## config.mk

```make
export PLATFORM = sky130hd
export DESIGN_NAME = irq_vec_ctrl
export DESIGN_NICKNAME = d
export VERILOG_FILES = /design/src/rtl/irq_pkg.sv /design/src/rtl/irq_edge_sync.sv /design/src/rtl/irq_prio_sel.sv /design/src/rtl/irq_vec_ctrl.sv
export SDC_FILE = /design/constraint.sdc
export NUM_CORES = 1
export LEC_CHECK = 0
export BUFFER_PORTS_ARGS = -buffer_cell sky130_fd_sc_hd__buf_4
export CAP_MARGIN = 5
export CORE_AREA = 2 2 66 68
export CTS_CLUSTER_SIZE = 10
export DETAILED_ROUTE_END_ITERATION = 10
export DIE_AREA = 0 0 68 70
export PLACE_DENSITY = 0.74
export REMOVE_ABC_BUFFERS = 1
export SETUP_SLACK_MARGIN = 0.15
export SYNTH_ARGS = -nofsm -noshare
export SYNTH_HDL_FRONTEND = slang
export SYNTH_SLANG_ARGS = --single-unit
```

## constraint.sdc

```tcl
create_clock -name clk -period 1.9 [get_ports clk]
set_input_delay 0.285 -clock clk [delete_from_list [all_inputs] [get_ports clk]]
set_output_delay 0.285 -clock clk [all_outputs]
set_load 0.02 [all_outputs]
```

## src/rtl/irq_pkg.sv

```systemverilog
package irq_pkg;
  localparam int NUM_REQ  = 6;
  localparam int NUM_PINS = 3;
  localparam int IDX_W    = $clog2(NUM_REQ);
  localparam int PRIO_W   = 3;

  typedef enum logic [1:0] {
    SEL_PEND = 2'd0,
    SEL_EN   = 2'd1,
    SEL_PRIO = 2'd2,
    SEL_NONE = 2'd3
  } reg_sel_e;
endpackage

```

## src/rtl/irq_edge_sync.sv

```systemverilog
module irq_edge_sync #(
  parameter int   STAGES = 2,
  parameter logic IDLE   = 1'b1
) (
  input  logic clk,
  input  logic rst,
  input  logic pin,
  output logic rise,
  output logic fall
);
  logic [STAGES-1:0] sh;
  logic              prev;

  always_ff @(posedge clk) begin
    if (rst) begin
      sh   <= {STAGES{IDLE}};
      prev <= IDLE;
    end else begin
      sh   <= {sh[STAGES-2:0], pin};
      prev <= sh[STAGES-1];
    end
  end

  assign rise = sh[STAGES-1] & ~prev;
  assign fall = ~sh[STAGES-1] & prev;
endmodule

```

## src/rtl/irq_prio_sel.sv

```systemverilog
module irq_prio_sel
  import irq_pkg::*;
(
  input  logic [NUM_REQ-1:0] pend,
  input  logic [PRIO_W-1:0]  prio,
  output logic               valid,
  output logic [IDX_W-1:0]   idx
);
  localparam int NUM_GRP = NUM_REQ / 2;

  logic [NUM_GRP-1:0] g_hit;
  logic [IDX_W-1:0]   g_idx [NUM_GRP];

  for (genvar g = 0; g < NUM_GRP; g++) begin : g_grp
    assign g_hit[g] = pend[2*g] | pend[2*g+1];
    assign g_idx[g] = pend[2*g] ? IDX_W'(2*g) : IDX_W'(2*g+1);
  end

  logic [1:0] o0, o1, o2;
  always_comb begin
    case (prio)
      3'd1:    begin o0 = 2'd0; o1 = 2'd2; o2 = 2'd1; end
      3'd2:    begin o0 = 2'd1; o1 = 2'd0; o2 = 2'd2; end
      3'd3:    begin o0 = 2'd1; o1 = 2'd2; o2 = 2'd0; end
      3'd4:    begin o0 = 2'd2; o1 = 2'd0; o2 = 2'd1; end
      3'd5:    begin o0 = 2'd2; o1 = 2'd1; o2 = 2'd0; end
      default: begin o0 = 2'd0; o1 = 2'd1; o2 = 2'd2; end
    endcase
  end

  always_comb begin
    valid = |g_hit;
    if (g_hit[o0])      idx = g_idx[o0];
    else if (g_hit[o1]) idx = g_idx[o1];
    else if (g_hit[o2]) idx = g_idx[o2];
    else                idx = '0;
  end
endmodule

```

## src/rtl/irq_vec_ctrl.sv

```systemverilog
module irq_vec_ctrl
  import irq_pkg::*;
#(
  parameter int   ADDR_W      = 16,
  parameter int   DATA_W      = 8,
  parameter int   SYNC_STAGES = 2,
  parameter logic PIN_IDLE    = 1'b1
) (
  input  logic                clk,
  input  logic                rst,
  input  logic [2:0]          pin_in,
  input  logic                timer_evt,
  input  logic                wr_en,
  input  logic [1:0]          wr_sel,
  input  logic [DATA_W-1:0]   wr_data,
  input  logic [1:0]          rd_sel,
  output logic [DATA_W-1:0]   rd_data,
  input  logic                irq_ack,
  output logic                irq_req_o,
  output logic [ADDR_W-1:0]   vec_o
);
  localparam int GIE_BIT  = DATA_W - 1;
  localparam int RSV_REQ  = 4;
  localparam int TMR_REQ  = 5;

  logic [NUM_PINS-1:0] rise, fall;

  for (genvar p = 0; p < NUM_PINS; p++) begin : g_pin
    irq_edge_sync #(.STAGES(SYNC_STAGES), .IDLE(PIN_IDLE)) u_sync (
      .clk (clk),
      .rst (rst),
      .pin (pin_in[p]),
      .rise(rise[p]),
      .fall(fall[p])
    );
  end

  logic [NUM_REQ-1:0] req_q, req_d, set_v, clr_v;
  logic [DATA_W-1:0]  mask_q, mask_d;
  logic [PRIO_W-1:0]  prio_q, prio_d;
  logic [IDX_W-1:0]   cur_idx, sel_idx;
  logic               sel_valid, ack_take, irq_d;

  always_comb begin
    set_v          = '0;
    set_v[0]       = fall[1];
    set_v[1]       = fall[2];
    set_v[2]       = fall[0];
    set_v[3]       = rise[1];
    set_v[TMR_REQ] = timer_evt;
  end

  assign ack_take = irq_ack & irq_req_o;
  assign clr_v    = ack_take ? (NUM_REQ'(1) << cur_idx) : '0;

  always_comb begin
    req_d = (wr_en && wr_sel == SEL_PEND) ? wr_data[NUM_REQ-1:0] : req_q;
    req_d = (req_d & ~clr_v) | set_v;
    req_d[RSV_REQ] = 1'b0;

    mask_d = (wr_en && wr_sel == SEL_EN) ? wr_data : mask_q;
    if (ack_take) mask_d[GIE_BIT] = 1'b0;

    prio_d = (wr_en && wr_sel == SEL_PRIO) ? wr_data[PRIO_W-1:0] : prio_q;
  end

  irq_prio_sel u_sel (
    .pend (req_d & mask_d[NUM_REQ-1:0]),
    .prio (prio_d),
    .valid(sel_valid),
    .idx  (sel_idx)
  );

  assign irq_d = mask_d[GIE_BIT] & sel_valid;

  always_ff @(posedge clk) begin
    if (rst) begin
      req_q     <= '0;
      mask_q    <= '0;
      prio_q    <= '0;
      cur_idx   <= '0;
      irq_req_o <= 1'b0;
      vec_o     <= '0;
      rd_data   <= '0;
    end else begin
      req_q     <= req_d;
      mask_q    <= mask_d;
      prio_q    <= prio_d;
      cur_idx   <= sel_idx;
      irq_req_o <= irq_d;
      vec_o     <= irq_d ? ADDR_W'({sel_idx, 1'b0}) : '0;
      case (rd_sel)
        SEL_PEND: rd_data <= DATA_W'(req_q);
        SEL_EN:   rd_data <= mask_q;
        SEL_PRIO: rd_data <= DATA_W'(prio_q);
        default:  rd_data <= '0;
      endcase
    end
  end
endmodule

```

==> results of run 1 <==
==> state kept, by name, summed over array words and instances, names as in the netlist <==
name,count
rd_data,8
g_pin.u_sync.prev,3
irq_req_o,1
req_q,5
mask_q,8
cur_idx,3
prio_q,3
g_pin.u_sync.sh,6
vec_o,3
==> worst max-delay path: stages, from the launching register on <==
cell and delay (ps):
sky130_fd_sc_hd__dfxtp_2 350, sky130_fd_sc_hd__buf_4 140, sky130_fd_sc_hd__and4b_1 270, sky130_fd_sc_hd__nor3b_4 270, sky130_fd_sc_hd__nor4_4 90, sky130_fd_sc_hd__buf_4 170, sky130_fd_sc_hd__buf_4 120, sky130_fd_sc_hd__mux2_2 270
sky130_fd_sc_hd__nand2_1 90, sky130_fd_sc_hd__o221ai_2 100, sky130_fd_sc_hd__a211oi_1 210
==> cell type report <==
cell class,instances,area (um2)
fillers,288,1373
multi-input cells,152,1192
flip-flops and latches,40,804.5
repair buffers,75,575.6
clock buffers,7,96.34
well taps,52,65.06
clock inverters,1,30.03
inverters,2,7.507
==> cell families after synthesis <==
| group | Yosys count | synth area share |
|---|---|---|
| AND/OR/NAND/NOR | 93 | 0.2939 |
| flip-flops | 40 | 0.4208 |
| AO/OA/AOI/OAI | 23 | 0.08876 |
| multiplexers | 21 | 0.1144 |
| buffers and inverters | 21 | 0.07101 |
| XOR/XNOR | 2 | 0.009206 |
| other | 1 | 0.001970 |
==> synthesized netlist by cell type, drive strengths merged, types with 5 or more instances <==
cell     n
mux2     6
nor2    23
mux2i   15
or2      9
nor4     9
buf     14
dfxtp   40
nand2   12
clkbuf   5
nor2b    6
a21oi    5
nor3    16
==> routing by layer <==
layer | track usage | part of all wire | vias up
met2 | 0.3905 | 0.51 | 74
met4 | 0.08000 | 0.029 | 0
met1 | 0.2556 | 0.41 | 828
li1 | - | - | 850
met3 | 0.04187 | 0.052 | 15
met5 | 0 | 0 | -
==> power by group through the flow <==
| stage | clock, mW | sequential, mW | combinational, mW |
|---|---|---|---|
| 2_1_floorplan | 0 | 0.907 | 0.159 |
| 3_3_place_gp | 0 | 0.908 | 0.303 |
| 3_5_place_dp | 0 | 0.909 | 0.309 |
| 4_1_cts | 0.769 | 0.892 | 0.331 |
| 5_1_grt | 0.800 | 0.899 | 0.393 |
| 6_report | 0.768 | 0.895 | 0.365 |
==> worst paths after layout <==
path              slack, ps                    end  cells past startpoint
hold reg to reg         410  g_pin[1].u_sync.sh[1]                      1
setup reg to reg       -260             cur_idx[0]                     10
setup / recovery       -260             cur_idx[0]                     10
hold / removal          170  g_pin[1].u_sync.sh[0]                      2
==> stage by stage <==
step | setup WS, ps | util | std cells | hold WS (ps)
after floorplan | -288.6 | - | 194 | 356.6
after global placement | -405.4 | 0.5848 | 316 | 391.8
after detailed placement | -455.1 | 0.5848 | 316 | 393.3
after CTS | -161.7 | 0.6368 | 325 | 165.2
after global routing | -358.8 | 0.6688 | 329 | 170.6
final | -260.4 | 0.6688 | 329 | 167.8
==> timing repair <==
item                       CTS  global route
setup endpoints to repair    7             7
pin swaps                    8             5
resized for setup           16            21
setup buffers                1             4
==> flow_summary.html, run 1 <==
<table>
<tr><th>Metric</th><th>Value</th></tr>
<tr><th colspan="2">Synth</th></tr>
<tr><td>Fraction of the yosys area taken by sequential cells</td><td>0.4208</td></tr>
<tr><td>Proportion of synthesized flip-flops having asynchronous set or reset</td><td>0</td></tr>
<tr><td>Yosys top cell area share</td><td>0.4208</td></tr>
<tr><td>Distinct cells, synth</td><td>48</td></tr>
<tr><td>Cells taking the most area after synthesis</td><td>sky130_fd_sc_hd__dfxtp_1 42%, sky130_fd_sc_hd__mux2i_1 7.9%, sky130_fd_sc_hd__buf_4 5.1%</td></tr>
<tr><td>Dominant cell type by area after synthesis</td><td>sky130_fd_sc_hd__dfxtp_1</td></tr>
<tr><td>Number of flops mapped to enable cells by yosys</td><td>0</td></tr>
<tr><td>Combined area of all synthesized cells</td><td>0.001903 mm2</td></tr>
<tr><td>Post-synthesis instance total</td><td>201</td></tr>
<tr><td>Top_reg_cell synth</td><td>sky130_fd_sc_hd__dfxtp_1</td></tr>
<tr><td>Avg Cell Area, Syn</td><td>9.468 um2</td></tr>
<tr><td>Synthesis-stage register bit count</td><td>40</td></tr>
<tr><td>Yosys Warn Count</td><td>0</td></tr>
<tr><th colspan="2">Pwr</th></tr>
<tr><td>Clock group share of total power</td><td>0.379</td></tr>
<tr><td>Internal power of the cells</td><td>1.508 mW</td></tr>
<tr><td>Sequential Power Share</td><td>0.441</td></tr>
<tr><td>Share of power burned in combinational logic</td><td>0.180</td></tr>
<tr><td>Net Sw Frac</td><td>0.2562</td></tr>
<tr><td>Standby leakage power</td><td>1.254 nW</td></tr>
<tr><td>Reported net switching power</td><td>0.5194 mW</td></tr>
<tr><td>Worst supply voltage drop on vdd</td><td>0.4228 mV</td></tr>
<tr><td>Power Dens Cells</td><td>731.5 mW/mm2</td></tr>
<tr><td>PnR Total Power</td><td>2.027 mW</td></tr>
<tr><th colspan="2">Timing</th></tr>
<tr><td>Setup TNS</td><td>-1177 ps</td></tr>
<tr><td>Final Worst Setup Slack</td><td>-260.4 ps</td></tr>
<tr><td>RSZ-0062 raised after global routing</td><td>yes</td></tr>
<tr><td>Final count of negative-setup-slack endpoints</td><td>6</td></tr>
<tr><td>Period utilization</td><td>1.137</td></tr>
<tr><td>Worst Skew</td><td>6.172 ps</td></tr>
<tr><td>Max-slew violations</td><td>0</td></tr>
<tr><td>Tmin final</td><td>2160 ps</td></tr>
<tr><td>Highest clock rate</td><td>462.9 MHz</td></tr>
<tr><td>Final-report hold violation count</td><td>0</td></tr>
<tr><th colspan="2">Floorplan</th></tr>
<tr><td>Chip width</td><td>68 um</td></tr>
<tr><td>Starting density of the core</td><td>0.4592</td></tr>
<tr><td>I/O pin total</td><td>45</td></tr>
<tr><td>Overall die area</td><td>0.004760 mm2</td></tr>
<tr><td>Number of standard-cell rows in the floorplan</td><td>24</td></tr>
<tr><td>Area of the placeable core</td><td>0.004144 mm2</td></tr>
<tr><td>Die Y-Extent</td><td>70 um</td></tr>
<tr><th colspan="2">Layout</th></tr>
<tr><td>Proportion of layout cells with a drive suffix above 1</td><td>0.4874</td></tr>
<tr><td>Total number of nets in the final design</td><td>296</td></tr>
<tr><td>Most common cell after layout, fill and taps aside</td><td>sky130_fd_sc_hd__buf_4</td></tr>
<tr><td>Design area</td><td>0.002771 mm2</td></tr>
<tr><td>Count of antenna diodes in the layout</td><td>0</td></tr>
<tr><td>Most frequent cells in the layout</td><td>74 x sky130_fd_sc_hd__buf_4, 37 x sky130_fd_sc_hd__dfxtp_1, 21 x sky130_fd_sc_hd__nor2_1, 15 x sky130_fd_sc_hd__mux2i_1, 13 x sky130_fd_sc_hd__conb_1</td></tr>
<tr><td>Synth-to-Final Area Change</td><td>45.63%</td></tr>
<tr><th colspan="2">Global route</th></tr>
<tr><td>Global-route wire length before repair</td><td>7.900 mm</td></tr>
<tr><td>Initial antenna violation count</td><td>0</td></tr>
<tr><td>Maximum number of pins on one net before global-route repair</td><td>35</td></tr>
<tr><td>Grt ovf</td><td>0</td></tr>
<tr><td>Global-route usage over all layers</td><td>0.2206</td></tr>
<tr><td>Vias in the first global route</td><td>1696</td></tr>
<tr><th colspan="2">Clock network</th></tr>
<tr><td>Number of H-tree levels</td><td>2</td></tr>
<tr><td>Count of clock tree sinks</td><td>40</td></tr>
<tr><td>Worst-Skew Late Latency</td><td>300 ps</td></tr>
<tr><td>Number of buffers added by the clock tree synthesis step</td><td>5</td></tr>
<tr><td>Clock-pin slew of the registers on the worst-case setup and hold paths</td><td>80 ps</td></tr>
<tr><td>Number of buffers between clock root and the deepest sink</td><td>2</td></tr>
<tr><td>CTS Hold Buffers Added</td><td>0</td></tr>
<tr><td>Clock tree from TritonCTS</td><td>yes</td></tr>
<tr><td>Clock root buffer master</td><td>sky130_fd_sc_hd__clkbuf_8</td></tr>
<tr><th colspan="2">Placed design</th></tr>
<tr><td>HPWL Detailed</td><td>3.361 mm</td></tr>
<tr><td>Number of buffers inserted by port buffering</td><td>31</td></tr>
<tr><td>Final RePlAce weighted congestion</td><td>0.8572</td></tr>
<tr><td>Post-place instance area</td><td>0.002424 mm2</td></tr>
<tr><th colspan="2">Critical path</th></tr>
<tr><td>Worst Setup Path Type</td><td>reg2reg</td></tr>
<tr><td>CP max FO</td><td>4</td></tr>
<tr><td>Arrival @ worst endpoint</td><td>2370 ps</td></tr>
<tr><td>Crit path launch</td><td>cur_idx[2]</td></tr>
<tr><td>Worst r2r src</td><td>cur_idx[2]</td></tr>
<tr><td>Category of the worst setup path capture point</td><td>flop</td></tr>
<tr><td>Required @ worst endpoint</td><td>2110 ps</td></tr>
<tr><td>CP startpoint kind</td><td>flop</td></tr>
<tr><th colspan="2">Status</th></tr>
<tr><td>Violations in the final reports</td><td>setup timing</td></tr>
<tr><td>Run status</td><td>finished with violations</td></tr>
<tr><th colspan="2">Routing</th></tr>
<tr><td>Residual DRC count</td><td>0</td></tr>
<tr><td>Number of DRC markers after the initial detailed-route iteration</td><td>127</td></tr>
<tr><td>WL per Instance</td><td>15.50 um</td></tr>
<tr><td>DR vias/cell</td><td>5.371</td></tr>
<tr><td>Vias post-DR</td><td>1767</td></tr>
<tr><td>Detailed-routing iteration count for the pre-antenna-repair pass</td><td>4</td></tr>
<tr><td>Remaining antenna violation count</td><td>0</td></tr>
<tr><td>Total wirelength of the detailed-routed design</td><td>5.101 mm</td></tr>
<tr><th colspan="2">Job</th></tr>
<tr><td># Max-Cap Violations</td><td>0</td></tr>
<tr><th colspan="2">Hold path</th></tr>
<tr><td>Hold path start</td><td>pin_in[1]</td></tr>
<tr><td>Worst Hold Class</td><td>in2reg</td></tr>
</table>
(Power assumes the default switching activity.)
==> run 2: changes to the inputs <==
--- a/config.mk
+++ b/config.mk
@@ -7,10 +7,10 @@
 export LEC_CHECK = 0
 export BUFFER_PORTS_ARGS = -buffer_cell sky130_fd_sc_hd__buf_4
 export CAP_MARGIN = 5
-export CORE_AREA = 2 2 66 68
+export CORE_AREA = 10 10 74 76
 export CTS_CLUSTER_SIZE = 10
 export DETAILED_ROUTE_END_ITERATION = 10
-export DIE_AREA = 0 0 68 70
+export DIE_AREA = 0 0 84 86
 export PLACE_DENSITY = 0.74
 export REMOVE_ABC_BUFFERS = 1
 export SETUP_SLACK_MARGIN = 0.15
==> constraint.sdc (replaced) <==
create_clock -name clk -period 1.9 [get_ports clk]
set_input_delay 0.475 -clock clk [delete_from_list [all_inputs] [get_ports clk]]
set_output_delay 0.475 -clock clk [all_outputs]
set_load 0.02 [all_outputs]
==> flow_summary.html, run 2 (same netlist as run 1, synthesis figures left out) <==
<table>
<tr><th>Metric</th><th>Value</th></tr>
<tr><th colspan="2">Global route</th></tr>
<tr><td>Grt ovf</td><td>0</td></tr>
<tr><td>Maximum number of pins on one net before global-route repair</td><td>20</td></tr>
<tr><td>Initial antenna violation count</td><td>0</td></tr>
<tr><td>Global-route wire length before repair</td><td>9.142 mm</td></tr>
<tr><td>Global-route usage over all layers</td><td>0.1557</td></tr>
<tr><td>Vias in the first global route</td><td>1840</td></tr>
<tr><th colspan="2">Timing</th></tr>
<tr><td>Worst slew slack as a fraction of its limit</td><td>0.6336</td></tr>
<tr><td>Worst Skew</td><td>6.116 ps</td></tr>
<tr><td>Final-report hold violation count</td><td>0</td></tr>
<tr><td>Highest clock rate</td><td>444.6 MHz</td></tr>
<tr><td>Max-slew violations</td><td>0</td></tr>
<tr><td>Period utilization</td><td>1.184</td></tr>
<tr><td>Actual slew at the worst max-slew pin</td><td>545.4 ps</td></tr>
<tr><td>Final count of negative-setup-slack endpoints</td><td>7</td></tr>
<tr><td>Setup TNS</td><td>-1634 ps</td></tr>
<tr><td>Final Worst Setup Slack</td><td>-349.3 ps</td></tr>
<tr><td>Tmin final</td><td>2249 ps</td></tr>
<tr><td>RSZ-0062 raised after global routing</td><td>yes</td></tr>
<tr><th colspan="2">Routing</th></tr>
<tr><td>Vias post-DR</td><td>1919</td></tr>
<tr><td>WL per Instance</td><td>19.80 um</td></tr>
<tr><td>Remaining antenna violation count</td><td>0</td></tr>
<tr><td>Detailed-routing iteration count for the pre-antenna-repair pass</td><td>4</td></tr>
<tr><td>Residual DRC count</td><td>0</td></tr>
<tr><td>Total wirelength of the detailed-routed design</td><td>6.634 mm</td></tr>
<tr><td>DR vias/cell</td><td>5.728</td></tr>
<tr><td>Number of DRC markers after the initial detailed-route iteration</td><td>147</td></tr>
<tr><th colspan="2">Floorplan</th></tr>
<tr><td>Number of standard-cell rows in the floorplan</td><td>23</td></tr>
<tr><td>Die Y-Extent</td><td>86 um</td></tr>
<tr><td>Chip width</td><td>84 um</td></tr>
<tr><td>I/O pin total</td><td>45</td></tr>
<tr><td>Overall die area</td><td>0.007224 mm2</td></tr>
<tr><td>Area of the placeable core</td><td>0.003971 mm2</td></tr>
<tr><td>Starting density of the core</td><td>0.4792</td></tr>
<tr><th colspan="2">Clock network</th></tr>
<tr><td>Worst-Skew Late Latency</td><td>300 ps</td></tr>
<tr><td>Count of clock tree sinks</td><td>40</td></tr>
<tr><td>Number of buffers added by the clock tree synthesis step</td><td>5</td></tr>
<tr><td>Number of H-tree levels</td><td>2</td></tr>
<tr><td>Number of buffers between clock root and the deepest sink</td><td>2</td></tr>
<tr><td>Clock root buffer master</td><td>sky130_fd_sc_hd__clkbuf_8</td></tr>
<tr><td>Clock-pin slew of the registers on the worst-case setup and hold paths</td><td>80 ps</td></tr>
<tr><td>Clock tree from TritonCTS</td><td>yes</td></tr>
<tr><th colspan="2">Critical path</th></tr>
<tr><td>Arrival @ worst endpoint</td><td>2460 ps</td></tr>
<tr><td>Category of the worst setup path capture point</td><td>flop</td></tr>
<tr><td>CP max FO</td><td>4</td></tr>
<tr><td>CP startpoint kind</td><td>input pin</td></tr>
<tr><td>Worst Setup Path Type</td><td>in2reg</td></tr>
<tr><td>Required @ worst endpoint</td><td>2110 ps</td></tr>
<tr><th colspan="2">Placed design</th></tr>
<tr><td>Final RePlAce weighted congestion</td><td>0.8748</td></tr>
<tr><td>Number of buffers inserted by port buffering</td><td>31</td></tr>
<tr><td>HPWL Detailed</td><td>3.790 mm</td></tr>
<tr><th colspan="2">Pwr</th></tr>
<tr><td>Power Dens Cells</td><td>703.2 mW/mm2</td></tr>
<tr><td>PnR Total Power</td><td>2.070 mW</td></tr>
<tr><td>Standby leakage power</td><td>1.271 nW</td></tr>
<tr><td>Worst supply voltage drop on vdd</td><td>0.4095 mV</td></tr>
<tr><th colspan="2">Layout</th></tr>
<tr><td>Count of antenna diodes in the layout</td><td>0</td></tr>
<tr><td>Synth-to-Final Area Change</td><td>54.70%</td></tr>
<tr><td>Most common cell after layout, fill and taps aside</td><td>sky130_fd_sc_hd__buf_4</td></tr>
<tr><td>Most frequent cells in the layout</td><td>73 x sky130_fd_sc_hd__buf_4, 37 x sky130_fd_sc_hd__dfxtp_1, 21 x sky130_fd_sc_hd__nor2_1, 13 x sky130_fd_sc_hd__conb_1, 11 x sky130_fd_sc_hd__nand2_1</td></tr>
<tr><td>Final cell utilization of the core</td><td>0.7413</td></tr>
<tr><td>Proportion of layout cells with a drive suffix above 1</td><td>0.5228</td></tr>
<tr><td>Total number of nets in the final design</td><td>304</td></tr>
<tr><td>Largest regs</td><td>mask_q (8), rd_data (8), g_pin.u_sync.sh (6)</td></tr>
<tr><th colspan="2">Status</th></tr>
<tr><td>Violations in the final reports</td><td>setup timing</td></tr>
<tr><td>Run status</td><td>finished with violations</td></tr>
<tr><th colspan="2">Hold path</th></tr>
<tr><td>Worst Hold Class</td><td>in2reg</td></tr>
<tr><th colspan="2">Job</th></tr>
<tr><td># Max-Cap Violations</td><td>0</td></tr>
</table>
[run 2: critical path: stages]
cell	delay (ps)
sky130_fd_sc_hd__buf_8	110
sky130_fd_sc_hd__nand3b_1	180
sky130_fd_sc_hd__buf_6	160
sky130_fd_sc_hd__buf_4	130
sky130_fd_sc_hd__buf_6	120
sky130_fd_sc_hd__mux2i_2	180
sky130_fd_sc_hd__or3_4	370
sky130_fd_sc_hd__a32o_1	240
sky130_fd_sc_hd__a21oi_2	110
sky130_fd_sc_hd__o211ai_1	150
sky130_fd_sc_hd__a211oi_1	240
[run 2: per-layer routing]
layer,share of wire,vias to the layer above,global-route usage
li1,-,863,-
met1,0.39,914,0.1664
met2,0.50,112,0.2746
met3,0.060,30,0.03974
met4,0.052,0,0.08676
met5,0,-,0
[run 2: final cells by class]
cell class	count	area (um2)
fillers	242	1027
inverters	2	7.507
clock buffers	7	96.34
flip-flops and latches	40	807.0
clock inverters	1	30.03
well taps	50	62.56
multi-input cells	152	1264
repair buffers	83	676.9
[run 2: path summary, 6_finish.rpt]
kind,from,to,slack [ps],depth (start not counted)
worst max-delay path,wr_sel[1],vec_o[1],-350,11
worst min-delay path,pin_in[1],g_pin[1].u_sync.sh[0],350,2
worst max register to register,cur_idx[2],vec_o[1],-340,9
worst min register to register,g_pin[1].u_sync.sh[0],g_pin[1].u_sync.sh[1],420,1
[run 2: per-stage QoR]
step,cells,worst slack (ps),hold WS [ps],area [um2]
after floorplan,194,-420.8,389.5,1821
after global placement,317,-606.2,390.5,2444
final,335,-349.3,354.5,2944
after global routing,335,-445.8,351.2,2944
after CTS,331,-210.3,357.8,2799
after detailed placement,317,-593.7,396.1,2444
[run 2: what timing repair did]
item	CTS	global route
hold buffers	0	0
pin swaps	14	14
buffers inserted	6	4
endpoints found under the hold margin	0	0
gates resized for setup	37	24
setup endpoints to repair	7	7
[run 2: report_power, final]
group	total [mW]	switching (mW)	internal, mW
Sequential	0.897	0.0278	0.870
Clock	0.761	0.298	0.463
Combinational	0.412	0.218	0.194
Total	2.07	0.543	1.53
==> run 3: changes to the inputs <==
--- a/config.mk
+++ b/config.mk
@@ -7,11 +7,13 @@
 export LEC_CHECK = 0
 export BUFFER_PORTS_ARGS = -buffer_cell sky130_fd_sc_hd__buf_4
 export CAP_MARGIN = 5
-export CORE_AREA = 10 10 74 76
+export CORE_AREA = 10 10 73 75
+export CTS_BUF_LIST = sky130_fd_sc_hd__clkbuf_4 sky130_fd_sc_hd__clkbuf_8
+export CTS_CLUSTER_DIAMETER = 50
 export CTS_CLUSTER_SIZE = 10
 export DETAILED_ROUTE_END_ITERATION = 10
-export DIE_AREA = 0 0 84 86
-export PLACE_DENSITY = 0.74
+export DIE_AREA = 0 0 83 85
+export PLACE_DENSITY = 0.76
 export REMOVE_ABC_BUFFERS = 1
 export SETUP_SLACK_MARGIN = 0.15
 export SYNTH_ARGS = -nofsm -noshare
==> flow_summary.html, run 3 (same netlist as run 1, synthesis figures left out) <==
<table>
<tr><th>Metric</th><th>Value</th></tr>
<tr><th colspan="2">Routing</th></tr>
<tr><td>Detailed-routing iteration count for the pre-antenna-repair pass</td><td>5</td></tr>
<tr><td>Routed wl met3</td><td>352 um</td></tr>
<tr><td>Max Used Layer</td><td>met4</td></tr>
<tr><td>Remaining antenna violation count</td><td>0</td></tr>
<tr><td>Met2 routed WL</td><td>3.182 mm</td></tr>
<tr><td>Total wirelength of the detailed-routed design</td><td>6.131 mm</td></tr>
<tr><td>Vias post-DR</td><td>1842</td></tr>
<tr><td>Detailed-route wire length on metal 1</td><td>2.452 mm</td></tr>
<tr><td>WL per Instance</td><td>18.58 um</td></tr>
<tr><td>Residual DRC count</td><td>0</td></tr>
<tr><td>Number of DRC markers after the initial detailed-route iteration</td><td>128</td></tr>
<tr><td>DR vias/cell</td><td>5.582</td></tr>
<tr><th colspan="2">Job</th></tr>
<tr><td># Max-Cap Violations</td><td>0</td></tr>
<tr><th colspan="2">Layout</th></tr>
<tr><td>Total number of nets in the final design</td><td>299</td></tr>
<tr><td>Filler Cell Count</td><td>271</td></tr>
<tr><td>Final cell utilization of the core</td><td>0.7254</td></tr>
<tr><td>Most frequent cells in the layout</td><td>71 x sky130_fd_sc_hd__buf_4, 38 x sky130_fd_sc_hd__dfxtp_1, 21 x sky130_fd_sc_hd__nor2_1, 14 x sky130_fd_sc_hd__mux2i_1, 13 x sky130_fd_sc_hd__conb_1</td></tr>
<tr><td>Proportion of layout cells with a drive suffix above 1</td><td>0.5071</td></tr>
<tr><td>Total area of sequential cells</td><td>803.3 um2</td></tr>
<tr><td>Synth-to-Final Area Change</td><td>49.18%</td></tr>
<tr><td>Most common cell after layout, fill and taps aside</td><td>sky130_fd_sc_hd__buf_4</td></tr>
<tr><td>Multi-input logic area</td><td>0.001240 mm2</td></tr>
<tr><td>Count of antenna diodes in the layout</td><td>0</td></tr>
<tr><td>Largest regs</td><td>mask_q (8), rd_data (8), g_pin.u_sync.sh (6)</td></tr>
<tr><th colspan="2">Clock network</th></tr>
<tr><td>Number of buffers added by the clock tree synthesis step</td><td>5</td></tr>
<tr><td>Clock-pin slew of the registers on the worst-case setup and hold paths</td><td>80 ps</td></tr>
<tr><td>Count of clock tree sinks</td><td>40</td></tr>
<tr><td>Clock tree from TritonCTS</td><td>yes</td></tr>
<tr><td>Clock root buffer master</td><td>sky130_fd_sc_hd__clkbuf_8</td></tr>
<tr><td>Worst-Skew Late Latency</td><td>300 ps</td></tr>
<tr><td>CTS Hold Buffers Added</td><td>0</td></tr>
<tr><td>Number of H-tree levels</td><td>2</td></tr>
<tr><td>Number of buffers between clock root and the deepest sink</td><td>2</td></tr>
<tr><th colspan="2">Hold path</th></tr>
<tr><td>Hold path start</td><td>pin_in[2]</td></tr>
<tr><td>Worst Hold Class</td><td>in2reg</td></tr>
<tr><th colspan="2">Floorplan</th></tr>
<tr><td>Number of standard-cell rows in the floorplan</td><td>23</td></tr>
<tr><td>I/O pin total</td><td>45</td></tr>
<tr><td>Starting density of the core</td><td>0.4863</td></tr>
<tr><td>Area of the placeable core</td><td>0.003914 mm2</td></tr>
<tr><td>Die Y-Extent</td><td>85 um</td></tr>
<tr><td>Overall die area</td><td>0.007055 mm2</td></tr>
<tr><td>Chip width</td><td>83 um</td></tr>
<tr><th colspan="2">Placed design</th></tr>
<tr><td>Number of buffers inserted by port buffering</td><td>31</td></tr>
<tr><td>Worst-case setup slack after placement</td><td>-658.5 ps</td></tr>
<tr><td>HPWL Detailed</td><td>3.795 mm</td></tr>
<tr><td>Final RePlAce weighted congestion</td><td>0.9432</td></tr>
<tr><th colspan="2">Critical path</th></tr>
<tr><td>Crit path launch</td><td>wr_sel[1]</td></tr>
<tr><td>CP max FO</td><td>5</td></tr>
<tr><td>Number of buffers and inverters on the critical path</td><td>4</td></tr>
<tr><td>Required @ worst endpoint</td><td>2080 ps</td></tr>
<tr><td>Worst Setup Path Type</td><td>in2reg</td></tr>
<tr><td>Cell family with the largest share of critical-path delay</td><td>simple AND/OR/NAND/NOR gates</td></tr>
<tr><td>Arrival @ worst endpoint</td><td>2400 ps</td></tr>
<tr><td>Cell with the largest stage delay on the worst path</td><td>sky130_fd_sc_hd__a311o_1</td></tr>
<tr><td>Slowest stage delay, CP</td><td>350 ps</td></tr>
<tr><td>Category of the worst setup path capture point</td><td>flop</td></tr>
<tr><td>Critical Path Most Common Cell</td><td>sky130_fd_sc_hd__buf_4</td></tr>
<tr><td>Worst r2r src</td><td>cur_idx[1]</td></tr>
<tr><td>CP startpoint kind</td><td>input pin</td></tr>
<tr><td>Worst path cell trace</td><td>buf_8 &gt; nor3b_2 &gt; buf_4 &gt; buf_4 &gt; nor3_2 &gt; nor4_4 &gt; buf_4 &gt; nand2_1 &gt; a311o_1 &gt; o211ai_1 &gt; a211oi_2</td></tr>
<tr><th colspan="2">Timing</th></tr>
<tr><td>Tmin final</td><td>2219 ps</td></tr>
<tr><td>Worst slew slack as a fraction of its limit</td><td>0.5542</td></tr>
<tr><td>Max-slew violations</td><td>0</td></tr>
<tr><td>Worst Skew</td><td>6.126 ps</td></tr>
<tr><td>Final count of negative-setup-slack endpoints</td><td>7</td></tr>
<tr><td>Final-report hold violation count</td><td>0</td></tr>
<tr><td>Setup TNS</td><td>-1640 ps</td></tr>
<tr><td>RSZ-0062 raised after global routing</td><td>yes</td></tr>
<tr><td>Actual slew at the worst max-slew pin</td><td>662.6 ps</td></tr>
<tr><td>Period utilization</td><td>1.168</td></tr>
<tr><td>Final Worst Setup Slack</td><td>-319.1 ps</td></tr>
<tr><td>Highest clock rate</td><td>450.6 MHz</td></tr>
<tr><th colspan="2">Pwr</th></tr>
<tr><td>Standby leakage power</td><td>1.249 nW</td></tr>
<tr><td>Power Dens Cells</td><td>672.0 mW/mm2</td></tr>
<tr><td>PnR Total Power</td><td>1.908 mW</td></tr>
<tr><td>Worst supply voltage drop on vdd</td><td>0.4297 mV</td></tr>
<tr><th colspan="2">Global route</th></tr>
<tr><td>Grt ovf</td><td>0</td></tr>
<tr><td>Global-route usage over all layers</td><td>0.1642</td></tr>
<tr><td>Initial antenna violation count</td><td>0</td></tr>
<tr><td>Vias in the first global route</td><td>1949</td></tr>
<tr><td>Maximum number of pins on one net before global-route repair</td><td>25</td></tr>
<tr><td>Global-route wire length before repair</td><td>9.501 mm</td></tr>
<tr><th colspan="2">Status</th></tr>
<tr><td>Run status</td><td>finished with violations</td></tr>
<tr><td>Violations in the final reports</td><td>setup timing</td></tr>
</table>
-- run 3: metal layers --
metal,track usage,up-vias
met2,0.2830,77
met1,0.1731,888
met3,0.04780,14
met4,0.1022,0
li1,-,863
met5,0,-
-- run 3: where the power goes --
group / internal, mW / total, mW / switching (mW) / leakage (nW)
logic: 0.185 / 0.396 / 0.211 / 0.869
registers: 0.871 / 0.894 / 0.0238 / 0.328
clock network: 0.325 / 0.617 / 0.292 / 0.0523
total: 1.38 / 1.91 / 0.527 / 1.25
-- run 3: worst paths after layout --
check	end	slack, ps	cells after the start
setup / recovery	cur_idx[0]	-320	11
hold / removal	g_pin[2].u_sync.sh[0]	360	2
setup reg to reg	cur_idx[0]	-300	9
hold reg to reg	g_pin[1].u_sync.sh[1]	410	1
-- run 3: worst register-to-register path, delay by kind of cell (launching register included) --
kind | cells | cell delay (ps)
flip-flops | 1 | 390
AO/OA/AOI/OAI | 2 | 240
buffers and inverters | 2 | 310
AND/OR/NAND/NOR | 5 | 1130
-- run 3: area by class of cell --
type,count,area share
clock buffer,8,0.03438
inverter,2,0.002644
multi-input combinational,152,0.4368
sequential,40,0.2829
tap,50,0.02204
timing repair buffer,78,0.2212
-- run 3: timing repair --
item / 4_1_cts / 5_1_grt
gates resized for setup: 35 / 16
setup buffers: 7 / 1
endpoints found under the setup margin: 7 / 7
pin swaps: 10 / 12
-- run 3: through the flow --
| step | instance area [um2] | hold WS (ps) | cells |
|---|---|---|---|
| after floorplan | 1821 | 389.5 | 194 |
| after global placement | 2421 | 391.6 | 314 |
| after detailed placement | 2421 | 397.6 | 314 |
| final | 2839 | 361.1 | 330 |
| after global routing | 2839 | 358.8 | 330 |
| after CTS | 2755 | 357.9 | 329 |
